**src/rtl/arb_park_pkg.sv**
```systemverilog
package arb_park_pkg;

    localparam int FIX_W = 4;

    typedef enum logic [1:0] {
        PARK_NONE  = 2'b00,
        PARK_LAST  = 2'b01,
        PARK_FIXED = 2'b10,
        PARK_RSVD  = 2'b11
    } park_mode_e;

    function automatic int idx_width(input int n);
        return (n <= 2) ? 1 : $clog2(n);
    endfunction

endpackage

```
**src/rtl/arb_rr_pick.sv**
```systemverilog
module arb_rr_pick #(
    parameter int N     = 8,
    parameter int IDX_W = 3
) (
    input  logic [N-1:0]     req,
    input  logic [IDX_W-1:0] after_idx,
    output logic             found,
    output logic [IDX_W-1:0] win_idx
);
    always_comb begin
        found   = 1'b0;
        win_idx = '0;
        for (int k = 1; k <= N; k++) begin
            int c;
            c = int'(after_idx) + k;
            if (c >= N) c = c - N;
            if (!found && req[c]) begin
                found   = 1'b1;
                win_idx = IDX_W'(c);
            end
        end
    end
endmodule

```
**src/rtl/arb_park_sel.sv**
```systemverilog
module arb_park_sel
    import arb_park_pkg::*;
#(
    parameter int N     = 8,
    parameter int IDX_W = 3
) (
    input  logic [1:0]       mode,
    input  logic [FIX_W-1:0] fixed_idx,
    input  logic [IDX_W-1:0] last_idx,
    output logic             park_valid,
    output logic [IDX_W-1:0] park_idx
);
    park_mode_e m;

    always_comb begin
        m          = park_mode_e'(mode);
        park_valid = 1'b0;
        park_idx   = '0;
        case (m)
            PARK_LAST: begin
                park_valid = 1'b1;
                park_idx   = last_idx;
            end
            PARK_FIXED: begin
                park_valid = (int'(fixed_idx) < N);
                park_idx   = IDX_W'(fixed_idx);
            end
            default: begin
                park_valid = 1'b0;
                park_idx   = '0;
            end
        endcase
    end
endmodule

```
**src/rtl/slave_park_arbiter.sv**
```systemverilog
module slave_park_arbiter
    import arb_park_pkg::*;
#(
    parameter int NUM_MASTERS = 8,
    localparam int IDX_W = idx_width(NUM_MASTERS)
) (
    input  logic                   clk,
    input  logic                   rst,
    input  logic [NUM_MASTERS-1:0] req_i,
    input  logic [1:0]             park_mode_i,
    input  logic [FIX_W-1:0]       park_fixed_i,
    output logic [NUM_MASTERS-1:0] grant_o,
    output logic                   conn_valid_o,
    output logic [IDX_W-1:0]       conn_idx_o
);
    logic             own_v_q;
    logic [IDX_W-1:0] own_q;
    logic [IDX_W-1:0] last_q;
    logic             busy;
    logic             pick_found;
    logic [IDX_W-1:0] pick_idx;
    logic             park_valid;
    logic [IDX_W-1:0] park_idx;

    assign busy = own_v_q && req_i[own_q];

    arb_rr_pick #(.N(NUM_MASTERS), .IDX_W(IDX_W)) u_pick (
        .req       (req_i),
        .after_idx (last_q),
        .found     (pick_found),
        .win_idx   (pick_idx)
    );

    arb_park_sel #(.N(NUM_MASTERS), .IDX_W(IDX_W)) u_park (
        .mode       (park_mode_i),
        .fixed_idx  (park_fixed_i),
        .last_idx   (last_q),
        .park_valid (park_valid),
        .park_idx   (park_idx)
    );

    always_ff @(posedge clk) begin
        if (rst) begin
            own_v_q <= 1'b0;
            own_q   <= '0;
            last_q  <= '0;
        end else if (busy) begin
            last_q  <= own_q;
        end else if (pick_found) begin
            own_v_q <= 1'b1;
            own_q   <= pick_idx;
        end else begin
            own_v_q <= park_valid;
            own_q   <= park_idx;
        end
    end

    for (genvar g = 0; g < NUM_MASTERS; g++) begin : g_grant
        assign grant_o[g] = own_v_q && (own_q == IDX_W'(g));
    end

    assign conn_valid_o = own_v_q;
    assign conn_idx_o   = own_q;

    p_onehot_r2: assert property (@(posedge clk) disable iff (rst)
        $onehot0(grant_o));

    p_hold_r3: assert property (@(posedge clk) disable iff (rst)
        (conn_valid_o && req_i[conn_idx_o]) |=> (conn_valid_o && $stable(conn_idx_o)));

    p_none_r6: assert property (@(posedge clk) disable iff (rst)
        (req_i == '0 && (park_mode_i == 2'b00 || park_mode_i == 2'b11)) |=> (grant_o == '0));

    p_last_r7: assert property (@(posedge clk) disable iff (rst)
        (req_i == '0 && park_mode_i == 2'b01) |=> (conn_valid_o && conn_idx_o == $past(last_q)));

    p_fixed_r8: assert property (@(posedge clk) disable iff (rst)
        (req_i == '0 && park_mode_i == 2'b10 && int'(park_fixed_i) < NUM_MASTERS)
        |=> (conn_valid_o && conn_idx_o == $past(park_fixed_i[IDX_W-1:0])));

    p_fixed_range_r9: assert property (@(posedge clk) disable iff (rst)
        (req_i == '0 && park_mode_i == 2'b10 && int'(park_fixed_i) >= NUM_MASTERS) |=> !conn_valid_o);

    p_request_served_r4: assert property (@(posedge clk) disable iff (rst)
        (req_i != '0 && !(conn_valid_o && req_i[conn_idx_o])) |=> conn_valid_o);
endmodule

```
**config.mk**
```make
export PLATFORM = sky130hd
export DESIGN_NAME = slave_park_arbiter
export DESIGN_NICKNAME = d
export VERILOG_FILES = /design/src/rtl/arb_park_pkg.sv /design/src/rtl/arb_rr_pick.sv /design/src/rtl/arb_park_sel.sv /design/src/rtl/slave_park_arbiter.sv
export SDC_FILE = /design/constraint.sdc
export NUM_CORES = 1
export LEC_CHECK = 0
export BUFFER_PORTS_ARGS = -buffer_cell sky130_fd_sc_hd__buf_2
export CORE_MARGIN = 1.5
export CORE_UTILIZATION = 45
export DETAILED_ROUTE_END_ITERATION = 12
export GPL_ROUTABILITY_DRIVEN = 0
export PLACE_DENSITY_LB_ADDON = 0.12
export SLEW_MARGIN = 20
export SYNTH_ARGS = -nofsm -noshare
export SYNTH_HDL_FRONTEND = slang
export SYNTH_SLANG_ARGS = --single-unit
```
**constraint.sdc**
```tcl
create_clock -name clk -period 8.5 [get_ports clk]
set_clock_uncertainty 0.2 [all_clocks]
set_input_delay 0.425 -clock clk [delete_from_list [all_inputs] [get_ports clk]]
set_output_delay 0.425 -clock clk [all_outputs]
set_load 0.005 [all_outputs]
```
==> results by group, run 1 <==
Timing
  • Fmax: around 0.25 GHz
  • Final Hold Vio Count: 0
  • Total negative setup slack: 0 ps
  • Rel. slew slack: 41.2%
  • Worst-margin pin slew: about 880 ps
  • RSZ-0062 raised after global routing: no
  • Fin crit share: a little under half
  • Setup-failing EPs final: 0
  • Final Slew Violations: 0
  • Fin crit period: approximately 4000 ps

Global route
  • GRT Total Usage: between 20% and 30%
  • Antenna violations before repair: 0
  • First-pass GRT wire length: approximately 6400 um
  • Largest net degree at the start of global routing: 20
  • Vias in the first global route: about 1,400
  • GR Overflow Total: 0

Clocking
  • Clk_lat worst skew: between 200 and 300 ps
  • Post-CTS Setup Bufs: 0
  • CTS tree: done
  • Root buffer cell: clkbuf_4
  • H-tree Lvls: 1
  • Max clock buf depth: 2
  • Hold_buf cts: 0
  • Worst-path clk slew: approximately 50 ps
  • Post_cts resized: 0
  • TritonCTS Sinks: 7
  • Cts bufs inserted: 3

Routing
  • Vias per inst: about 6.6
  • Final WL: between 3000 and 4000 um
  • DRT iter0 DRCs: about 140
  • Post-route antenna net violation count: 0
  • Drt first pass iters: 8
  • Via count: 1,426
  • Drc violations: 2
  • Routed len/inst: between 15 and 20 um

Synth
  • Yosys top cell area share: 19.7%
  • Ys async rst share: 0%
  • Most common cell in the synthesized netlist: nand2_1
  • Post-synth EDFFs: 0
  • Cell taking the most area after synthesis: mux4_2
  • Top cells by count, synth: nand2_1 (17), nor2_1 (14), mux4_2 (12)
  • Distinct cells, synth: 48
  • Syn Nets: 184
  • Synth area leaders: mux4_2 (20%), dfxtp_1 (10%), mux2i_1 (5.8%)
  • Avg Cell Area, Syn: between 8 and 9 um2
  • Post-Syn Instances: roughly 160
  • Seq cells post-synth: 7
  • Mapped cell area: roughly 0.0014 mm2
  • Top FF cell, synth: dfxtp_1
  • Sequential area share after synthesis: 10.2%
  • Warnings from Yosys: 0

Die
  • Die extent in x: slightly below 60 um
  • Core box area: between 0.002 and 0.003 mm2
  • IO Pins: 28
  • Die Ht: 58.2 um
  • Effective utilization at floorplan: between 40% and 50%
  • Die ar.: 0.00339 mm2
  • Floorplan row count: 19

Worst setup path
  • WP data required: 8420 ps
  • Worst r2r src: last_q[0]$_SDFFE_PP0P_
  • Setup slack, reg-to-reg: around 4500 ps
  • Crit path arrival time: around 4000 ps
  • CP endpoint: conn_idx_o[2]$_SDFFE_PP0N_
  • CP max stage cell: dfxtp_1
  • CP Class: flip-flop to flip-flop
  • RR Endpoint: conn_idx_o[2]$_SDFFE_PP0N_
  • Most frequent CP cell: a311oi_1
  • Crit path max fanout: 19
  • Worst-path cell chain: inv_1 > ha_1 > mux4_2 > and3b_1 > a211o_1 > a311oi_1 > o32ai_1 > a311oi_1 > o221ai_1
  • R2r worst-path depth: 9
  • CP startpoint kind: flip-flop
  • CP startpoint: last_q[0]$_SDFFE_PP0P_
  • CP Capture Type: flip-flop
  • CP max stage delay: ~890 ps

Placement
  • PortBufs: 27
  • DP Cell Count: around 210
  • Post-DP HPWL: 2950 um
  • Area after DPL: between 0.001 and 0.0015 mm2

Worst hold path
  • HP Class: input port to flip-flop

Job
  • Max-cap viol count: 0

Power
  • Leakage: between 0.0006 and 0.0007 uW
  • Cell Int Power: between 150 and 200 uW
  • Comb pwr share: 73.0%
  • PD cells: ~250 mW/mm2
  • Pwr Total: between 300 and 400 uW
  • Switching power of the nets: between 150 and 200 uW
  • Net Sw Frac: between 50% and 60%
  • Clock power share: just over 8%
  • Seq pwr share: around a fifth
  • Peak supply drop: 95.2 uV

Finish
  • Final #Nets: 207
  • Final core occ: around 54%
  • Area Overhead vs Synth: 10.8%
  • Filler cells: about 300
  • Final instance area: 0.00152 mm2
  • Layout Cells excl Fill: around 220
  • Register Area: 140 um2
  • Multi-input logic area: between 0.001 and 0.0015 mm2
  • Ant diodes: 0
  • Share of cells above drive strength 1: between 20% and 30%

Status
  • Status: complete, but fails checks
  • Violated checks: design-rule violations
-- state kept, by name (all words and copies together), names as in the netlist --
name	flops
last_q	3
conn_valid_o	1
conn_idx_o	3
-- kinds of logic after synthesis --
logic type               count (synthesis)  synth area share (%)
multiplexers                            25                  29.8
flip-flops                               7                  10.2
AND/OR/NAND/NOR                         60                  22.8
AO/OA/AOI/OAI                           46                  24.7
XOR/XNOR                                 4                  2.55
buffers and inverters                   18                  6.29
adder cells (fa/ha/maj)                  4                  3.65
-- layout by cell type (no fill, tap or decap), types with 2 or more instances in the layout --
cell type  Yosys  layout
nor3_1         3       3
ha_1           4       4
a31oi_1        9       9
dfxtp_1        7       7
a311oi_1       2       2
nand2b_1       7       7
nand3_1        6       6
nor2_1        14      14
o31ai_1        3       3
nor4_1         2       2
xnor2_1        2       2
mux2_2         4       4
a21oi_1        9       9
nand3b_1       2       2
o41ai_1        2       2
inv_1          8       8
mux4_2        12      12
buf_2          3      27
o221ai_1       2       2
clkbuf_4       0       3
xor2_1         2       2
o21ai_0        7       7
mux2i_1        8       8
nand2_1       17      17
-- how the worst min path moves through the flow --
stage | from | to | slack (ps) | depth (start not counted)
final | rst | last_q[2]$_SDFFE_PP0P_ | 230 | 2
after global routing | rst | conn_valid_o$_SDFFE_PP0N_ | 230 | 2
after CTS | rst | last_q[2]$_SDFFE_PP0P_ | 220 | 2
after detailed placement | conn_valid_o$_SDFFE_PP0N_ | last_q[2]$_SDFFE_PP0P_ | 390 | 2
after global placement | conn_valid_o$_SDFFE_PP0N_ | last_q[2]$_SDFFE_PP0P_ | 370 | 2
after floorplan | rst | last_q[2]$_SDFFE_PP0P_ | 290 | 1
-- routing by layer --
metal	GRT usage, %	vias up	part of all wire (%)
li1	-	681	-
met4	3.99	0	1.3
met5	0	-	0
met1	34.3	686	44
met3	2.90	6	7.3
met2	38.8	53	47
-- critical path: cells and delay by family (launching register included) --
family | cells | cell delay (ps)
AND/OR/NAND/NOR | 1 | 210
flip-flops | 1 | 890
adder cells (fa/ha/maj) | 1 | 710
buffers and inverters | 1 | 190
AO/OA/AOI/OAI | 5 | 1210
multiplexers | 1 | 490
-- cell type report --
cell class | count | share of cell area, %
Clock buffer | 4 | 1.73
Inverter | 9 | 2.22
Multi-Input combinational cell | 139 | 75.4
Sequential cell | 7 | 9.22
Tap cell | 31 | 2.55
Timing Repair Buffer | 27 | 8.89
-- power by group through the flow --
| stage | logic (uW) | clock network [uW] | registers, uW |
|---|---|---|---|
| floorplan | 237 | 0 | 52.8 |
| detailed placement | 278 | 0 | 74.2 |
| CTS | 280 | 31.2 | 73.4 |
| global route | 309 | 33.6 | 77.9 |
| global placement | 272 | 0 | 72.9 |
| finish | 283 | 31.4 | 73.1 |
-- stage by stage --
step	hold WS [ps]	setup WS [ps]
2_1_floorplan	294	5440
3_3_place_gp	369	4620
3_5_place_dp	386	4470
4_1_cts	219	4470
5_1_grt	229	4240
6_report	229	4470
Note: power is estimated with default switching activity, not from simulation.
==> run 2, diff against run 1 <==
- ABC_AREA: unset -> 1
- clock period: 8.5 -> 4.1 ns (I/O delays scaled with it)
==> run 2 against run 1 <==
  * The flow now finishes without violations
  * Die area fell by 14%
  * Final area fell by 11%
  * Sequential share of layout area increased by 1.2 points
  * Synthesized cell count increased by 30%
  * Worst hold slack worse by 39 ps
  * Global-route usage is 2.1 points lower
  * Power rose by 70%
  * Worst setup slack worse by 3100 ps
  * Critical endpoint is now conn_idx_o[0]$_SDFFE_PP0N_
  * Largest cell class unchanged
==> results by group, run 2 <==
Finish
  • Final #Nets: between 200 and 300
  • Ant diodes: 0
  • Commonest non-fill, non-tap cell in the layout: nand2_1
  • Most frequent cells in the layout: nand2_1 (74), buf_2 (27), inv_1 (25), nand3_1 (25), nor2_1 (24)
  • Area Overhead vs Synth: 15.9%
  • Share of cells above drive strength 1: 21.8%

Global route
  • GR Overflow Total: 0
  • Largest net degree at the start of global routing: 14
  • Antenna violations before repair: 0
  • Vias in the first global route: about 1,100
  • First-pass GRT wire length: ~4700 um
  • GRT Total Usage: a little over a fifth

Worst setup path
  • Worst-path cell chain: buf_4 > inv_1 > ha_1 > inv_1 > nand3_1 > nand2_1 > nand2_1 > nand2_1 > nand4_4 > nor2_4 > nand2_2 > nor2_2 > nand2_1 > nand3_1 > nand2_1 > a21oi_1
  • Crit path depth: 16
  • CP max stage cell: ha_1
  • CP Class: flip-flop to flip-flop
  • Most frequent CP cell: nand2_1
  • CP Capture Type: flip-flop
  • R2r worst-path depth: 16
  • Crit path arrival time: 2700 ps
  • CP startpoint kind: flip-flop
  • CP max stage delay: 410 ps
  • Worst path buffer plus inverter count: 3
  • WP data required: approximately 4000 ps
  • Crit path max fanout: 13
  • Top delay family on crit path: simple AND/OR/NAND/NOR gates

Synth
  • Cell taking the most area after synthesis: nand2_1
  • Most common cell in the synthesized netlist: nand2_1
  • Synth area leaders: nand2_1 (24%), dfxtp_1 (12%), nand3_1 (11%)
  • Post-synth EDFFs: 0
  • Mapped cell area: roughly 0.0012 mm2
  • Warnings from Yosys: 0
  • Avg Cell Area, Syn: around 5.5 um2
  • Yosys top cell area share: between 20% and 30%
  • Post-Syn Instances: 213
  • Ys async rst share: 0%
  • Seq cells post-synth: 7
  • Sequential area share after synthesis: about an eighth
  • Top cells by count, synth: nand2_1 (74), inv_1 (25), nand3_1 (25)
  • Top FF cell, synth: dfxtp_1
  • Syn Nets: 233
  • Distinct cells, synth: 26

Power
  • Peak supply drop: approximately 310 uV
  • Pwr Total: between 600 and 700 uW
  • PD cells: 489 mW/mm2
  • Leakage: ~0.00071 uW

Routing
  • Drc violations: 0
  • Via count: between 1,000 and 1,500
  • Routed len/inst: 10.8 um
  • Drt first pass iters: 4
  • Vias per inst: about 5
  • Final WL: 2950 um
  • Post-route antenna net violation count: 0
  • DRT iter0 DRCs: slightly below 50

Die
  • IO Pins: 28
  • Die ar.: slightly below 0.003 mm2
  • Die Ht: roughly 54 um
  • Die extent in x: around 54 um
  • Floorplan row count: 18
  • Effective utilization at floorplan: between 40% and 50%
  • Core box area: 0.00245 mm2

Clocking
  • CTS tree: done
  • Hold_buf cts: 1
  • Clk_lat worst skew: about 250 ps
  • Worst-path clk slew: ~60 ps
  • Max clock buf depth: 2
  • Post-CTS Setup Bufs: 0
  • Cts bufs inserted: 3
  • Post_cts resized: 0
  • H-tree Lvls: 1
  • Root buffer cell: clkbuf_4
  • TritonCTS Sinks: 7

Timing
  • Rel. slew slack: a little under three quarters
  • RSZ-0062 raised after global routing: no
  • Fin crit share: 66.3%
  • Fmax: around 0.37 GHz
  • Fin crit period: between 2000 and 3000 ps
  • Final Hold Vio Count: 0
  • Final Slew Violations: 0
  • Setup-failing EPs final: 0
  • Worst-margin pin slew: 424 ps
  • Total negative setup slack: 0 ps

Placement
  • PortBufs: 27
  • Post-DP HPWL: ~2400 um

Job
  • Max-cap viol count: 0

Status
  • Status: complete, no violations

Worst hold path
  • HP Class: input port to flip-flop
  • Worst hold path depth: 6
-- run 2: cell types whose count changed in the layout (fill, tap and decap cells not counted), moves of 8 or more --
cell     previous run  this run
nand2_1            17        74
inv_1               8        25
mux2i_1             8         0
nor2_1             14        24
nand3_1             6        25
mux4_2             12         0
-- run 2: logic make-up (layout without fill, tap and decap cells) --
| group | count (synthesis) | in the layout | share of synthesized area [%] |
|---|---|---|---|
| buffers and inverters | 33 | 63 | 12.7 |
| AND/OR/NAND/NOR | 145 | 145 | 58.5 |
| adder cells (fa/ha/maj) | 4 | 4 | 4.29 |
| flip-flops | 7 | 7 | 12.0 |
| AO/OA/AOI/OAI | 21 | 21 | 10.3 |
| XOR/XNOR | 3 | 3 | 2.25 |
-- run 2: worst paths after layout --
kind | startpoint | end | slack [ps]
worst min-delay path | park_fixed_i[3] | conn_valid_o$_SDFFE_PP0N_ | 190
worst max-delay path | last_q[1]$_SDFFE_PP0P_ | conn_idx_o[0]$_SDFFE_PP0N_ | 1380
worst min register to register | conn_idx_o[1]$_SDFFE_PP0N_ | last_q[1]$_SDFFE_PP0P_ | 330
worst max register to register | last_q[1]$_SDFFE_PP0P_ | conn_idx_o[0]$_SDFFE_PP0N_ | 1380
-- run 2: cell type report --
cell class / instances / area, um2
clock buffer: 4 / 26.3
timing repair buffer: 30 / 160
inverter: 29 / 109
tap: 30 / 37.5
sequential: 7 / 140
fill: 264 / 1100
multi-input combinational: 173 / 878
-- run 2: worst min-delay path: cells and delay by family --
kind | cells | cell delay [ps]
simple gates | 1 | 70
compound gates | 2 | 190
buf+inv | 3 | 130
-- run 2: through the flow --
step                      worst slack (ps)  util (%)  cells  hold slack, ps  instance area [um2]
after global routing                  1110      55.0    273             242                 1350
after floorplan                       1760         -    213            74.1                 1170
after global placement                1430      53.6    268             259                 1320
after detailed placement              1400      53.6    268             261                 1320
final                                 1380      55.0    273             190                 1350
after CTS                             1370      55.0    273             194                 1350
-- run 2: where the power goes --
group | total [uW] | switching [uW] | internal, uW
logic | 491 | 324 | 168
clock network | 63.1 | 25.9 | 37.2
registers | 106 | 21.7 | 84.2
total | 660 | 371 | 289
-- run 2: routing by layer --
layer  global-route usage, %  routed length, um
met5                       0                  0
met3                    1.67                 94
met2                    36.0               1370
met4                    7.69                  8
met1                    29.3               1470
==> run 3, diff against run 2 <==
- ABC_AREA: 1 -> 0
- clock period: 4.1 -> 2.3 ns (I/O delays scaled with it)
==> run 3 against run 2 <==
  * The run now ends with design-rule violations, negative setup slack left
  * Sequential power rose by 110%
  * First-iteration DRC count rose to 3.0 times the previous value
  * Non-clock buffer count rose by 53
  * Via count rose by 28%
  * Utilization rose by 19 points
  * Routed wire length rose by 66%
  * Die area rose by 17%
  * Sequential cell count did not move
  * Power rose to 3.0 times the previous value
  * Maximum frequency rose by 1.6%
  * Clock-buffer cell count did not move
  * Clock power rose by 90%
  * Critical endpoint is now conn_idx_o[2]$_SDFFE_PP0N_
==> results by group, run 3 (synthesized netlist as in run 1, its figures left out) <==
Worst setup path
  • CP max stage cell: dfxtp_4
  • CP startpoint kind: flip-flop
  • CP Class: flip-flop to flip-flop
  • CP max stage delay: between 300 and 400 ps
  • Most frequent CP cell: a311oi_2
  • WP data required: about 2200 ps
  • Setup slack, reg-to-reg: -370 ps
  • CP Capture Type: flip-flop
  • Crit path arrival time: between 2000 and 3000 ps
  • Worst path buffer plus inverter count: 1
  • Worst-path cell chain: inv_4 > ha_4 > mux2_4 > or3_4 > nor2b_4 > a311oi_2 > o21bai_1 > a311oi_2 > o221ai_1
  • Top delay family on crit path: compound AO/OA/AOI/OAI gates
  • Crit path max fanout: 6

Timing
  • Final setup margin: -374 ps
  • Worst-margin pin slew: 424 ps
  • Final Slew Violations: 0
  • Setup-failing EPs final: 4
  • Fin crit period: about 2700 ps
  • Fmax: 0.374 GHz
  • WHS: 232 ps
  • Rel. slew slack: between 70% and 80%
  • Final Hold Vio Count: 0
  • Total negative setup slack: -1110 ps
  • RSZ-0062 raised after global routing: yes
  • Fin crit share: 116%

Clocking
  • Worst-path clk slew: approximately 70 ps
  • Clk_lat worst skew: 260 ps
  • Max clock buf depth: 2
  • Cts bufs inserted: 3
  • H-tree Lvls: 1
  • Root buffer cell: clkbuf_4
  • CTS tree: done
  • TritonCTS Sinks: 7

Status
  • Violated checks: design-rule violations, negative setup slack
  • Status: complete, but fails checks

Routing
  • Post-route antenna net violation count: 0
  • Vias per inst: 6.41
  • Drc violations: 3
  • Via count: 1,751
  • Final WL: between 4000 and 5000 um
  • Routed len/inst: 17.9 um
  • DRT iter0 DRCs: around 150
  • Drt first pass iters: 9

Finish
  • Commonest non-fill, non-tap cell in the layout: buf_4
  • Most frequent cells in the layout: buf_4 (52), buf_2 (27), nand2_1 (16)
  • Final #Nets: 263
  • Multi-input logic area: roughly 0.0013 mm2
  • Area Overhead vs Synth: 52.9%
  • Ant diodes: 0
  • Filler cells: about 210
  • Register Area: ~150 um2
  • Share of cells above drive strength 1: 51.2%

Power
  • PD cells: about 960 mW/mm2
  • Leakage: 0.000905 uW
  • Peak supply drop: about 640 uV

Die
  • IO Pins: 28
  • Die extent in x: around 58 um
  • Die ar.: roughly 0.0034 mm2
  • Core box area: ~0.0028 mm2
  • Floorplan row count: 19
  • Effective utilization at floorplan: between 40% and 50%
  • Die Ht: 58.2 um

Global route
  • GR Overflow Total: 0
  • Largest net degree at the start of global routing: 17
  • Antenna violations before repair: 0
  • Vias in the first global route: ~1,600
  • First-pass GRT wire length: approximately 7800 um
  • GRT Total Usage: a little under a third

Job
  • Max-cap viol count: 0

Placement
  • Post-DP HPWL: ~3600 um
  • PortBufs: 27

Worst hold path
  • HP Class: input port to flip-flop
[run 3: cell types whose count changed in the layout (fill, tap and decap cells not counted), moves of 4 or more]
cell	before	now
nand2b_1	0	7
mux4_2	0	12
mux2i_1	0	4
nand2_1	74	16
nor2_1	24	13
a31oi_1	2	9
buf_4	2	52
nand3_1	25	6
inv_1	25	6
nand3_2	6	0
[run 3: worst min-delay path, delay by kind of cell]
kind | cells | cell delay (ps)
and+or+nand+nor | 1 | 100
AOI/OAI and AO/OA | 3 | 320
buffers and inverters | 1 | 100
[run 3: timing repair]
action / in CTS / in global routing
setup buffers: 1 / 4
endpoints found under the hold margin: 4 / 0
hold buffers: 1 / 0
setup endpoints to repair: 4 / 4
resized for setup: 14 / 12
pin swaps: 2 / 2
[run 3: where the power goes]
group          switching, uW  internal, uW  leakage [uW]
Combinational            817           853      0.000831
Sequential              60.9           159     0.0000589
Clock                   53.1          66.7     0.0000150
[run 3: worst paths after layout]
check	from	end	depth (start not counted)
setup reg to reg	last_q[0]$_SDFFE_PP0P_	conn_idx_o[2]$_SDFFE_PP0N_	9
hold / removal	park_fixed_i[0]	conn_idx_o[0]$_SDFFE_PP0N_	5
hold reg to reg	conn_valid_o$_SDFFE_PP0N_	last_q[2]$_SDFFE_PP0P_	2
setup / recovery	last_q[0]$_SDFFE_PP0P_	conn_idx_o[2]$_SDFFE_PP0N_	9
[run 3: layer usage]
metal  up-vias  track usage, %  wire, um
met2        86            49.5      2440
met5         -               0         0
met3        10            5.58       345
met4         0            7.64        75
met1       856            40.8      2020
li1        799               -         -
[run 3: area by class of cell]
class	instances	area share (%)
Sequential cell	7	6.92
Inverter	9	1.73
Clock buffer	4	1.25
Multi-Input combinational cell	139	61.1
Tap cell	31	1.85
Timing Repair Buffer	83	27.1
[run 3: per-stage QoR]
| step | setup slack, ps | power [uW] | util (%) | area [um2] | std cells |
|---|---|---|---|---|---|
| finish | -374 | 2010 | 74.2 | 2100 | 273 |
| floorplan | -425 | 1120 | - | 1420 | 164 |
| global placement | -328 | 1640 | 67.2 | 1900 | 263 |
| global route | -462 | 2150 | 74.2 | 2100 | 273 |
| detailed placement | -361 | 1670 | 67.2 | 1900 | 263 |
| CTS | -277 | 1870 | 71.3 | 2020 | 269 |
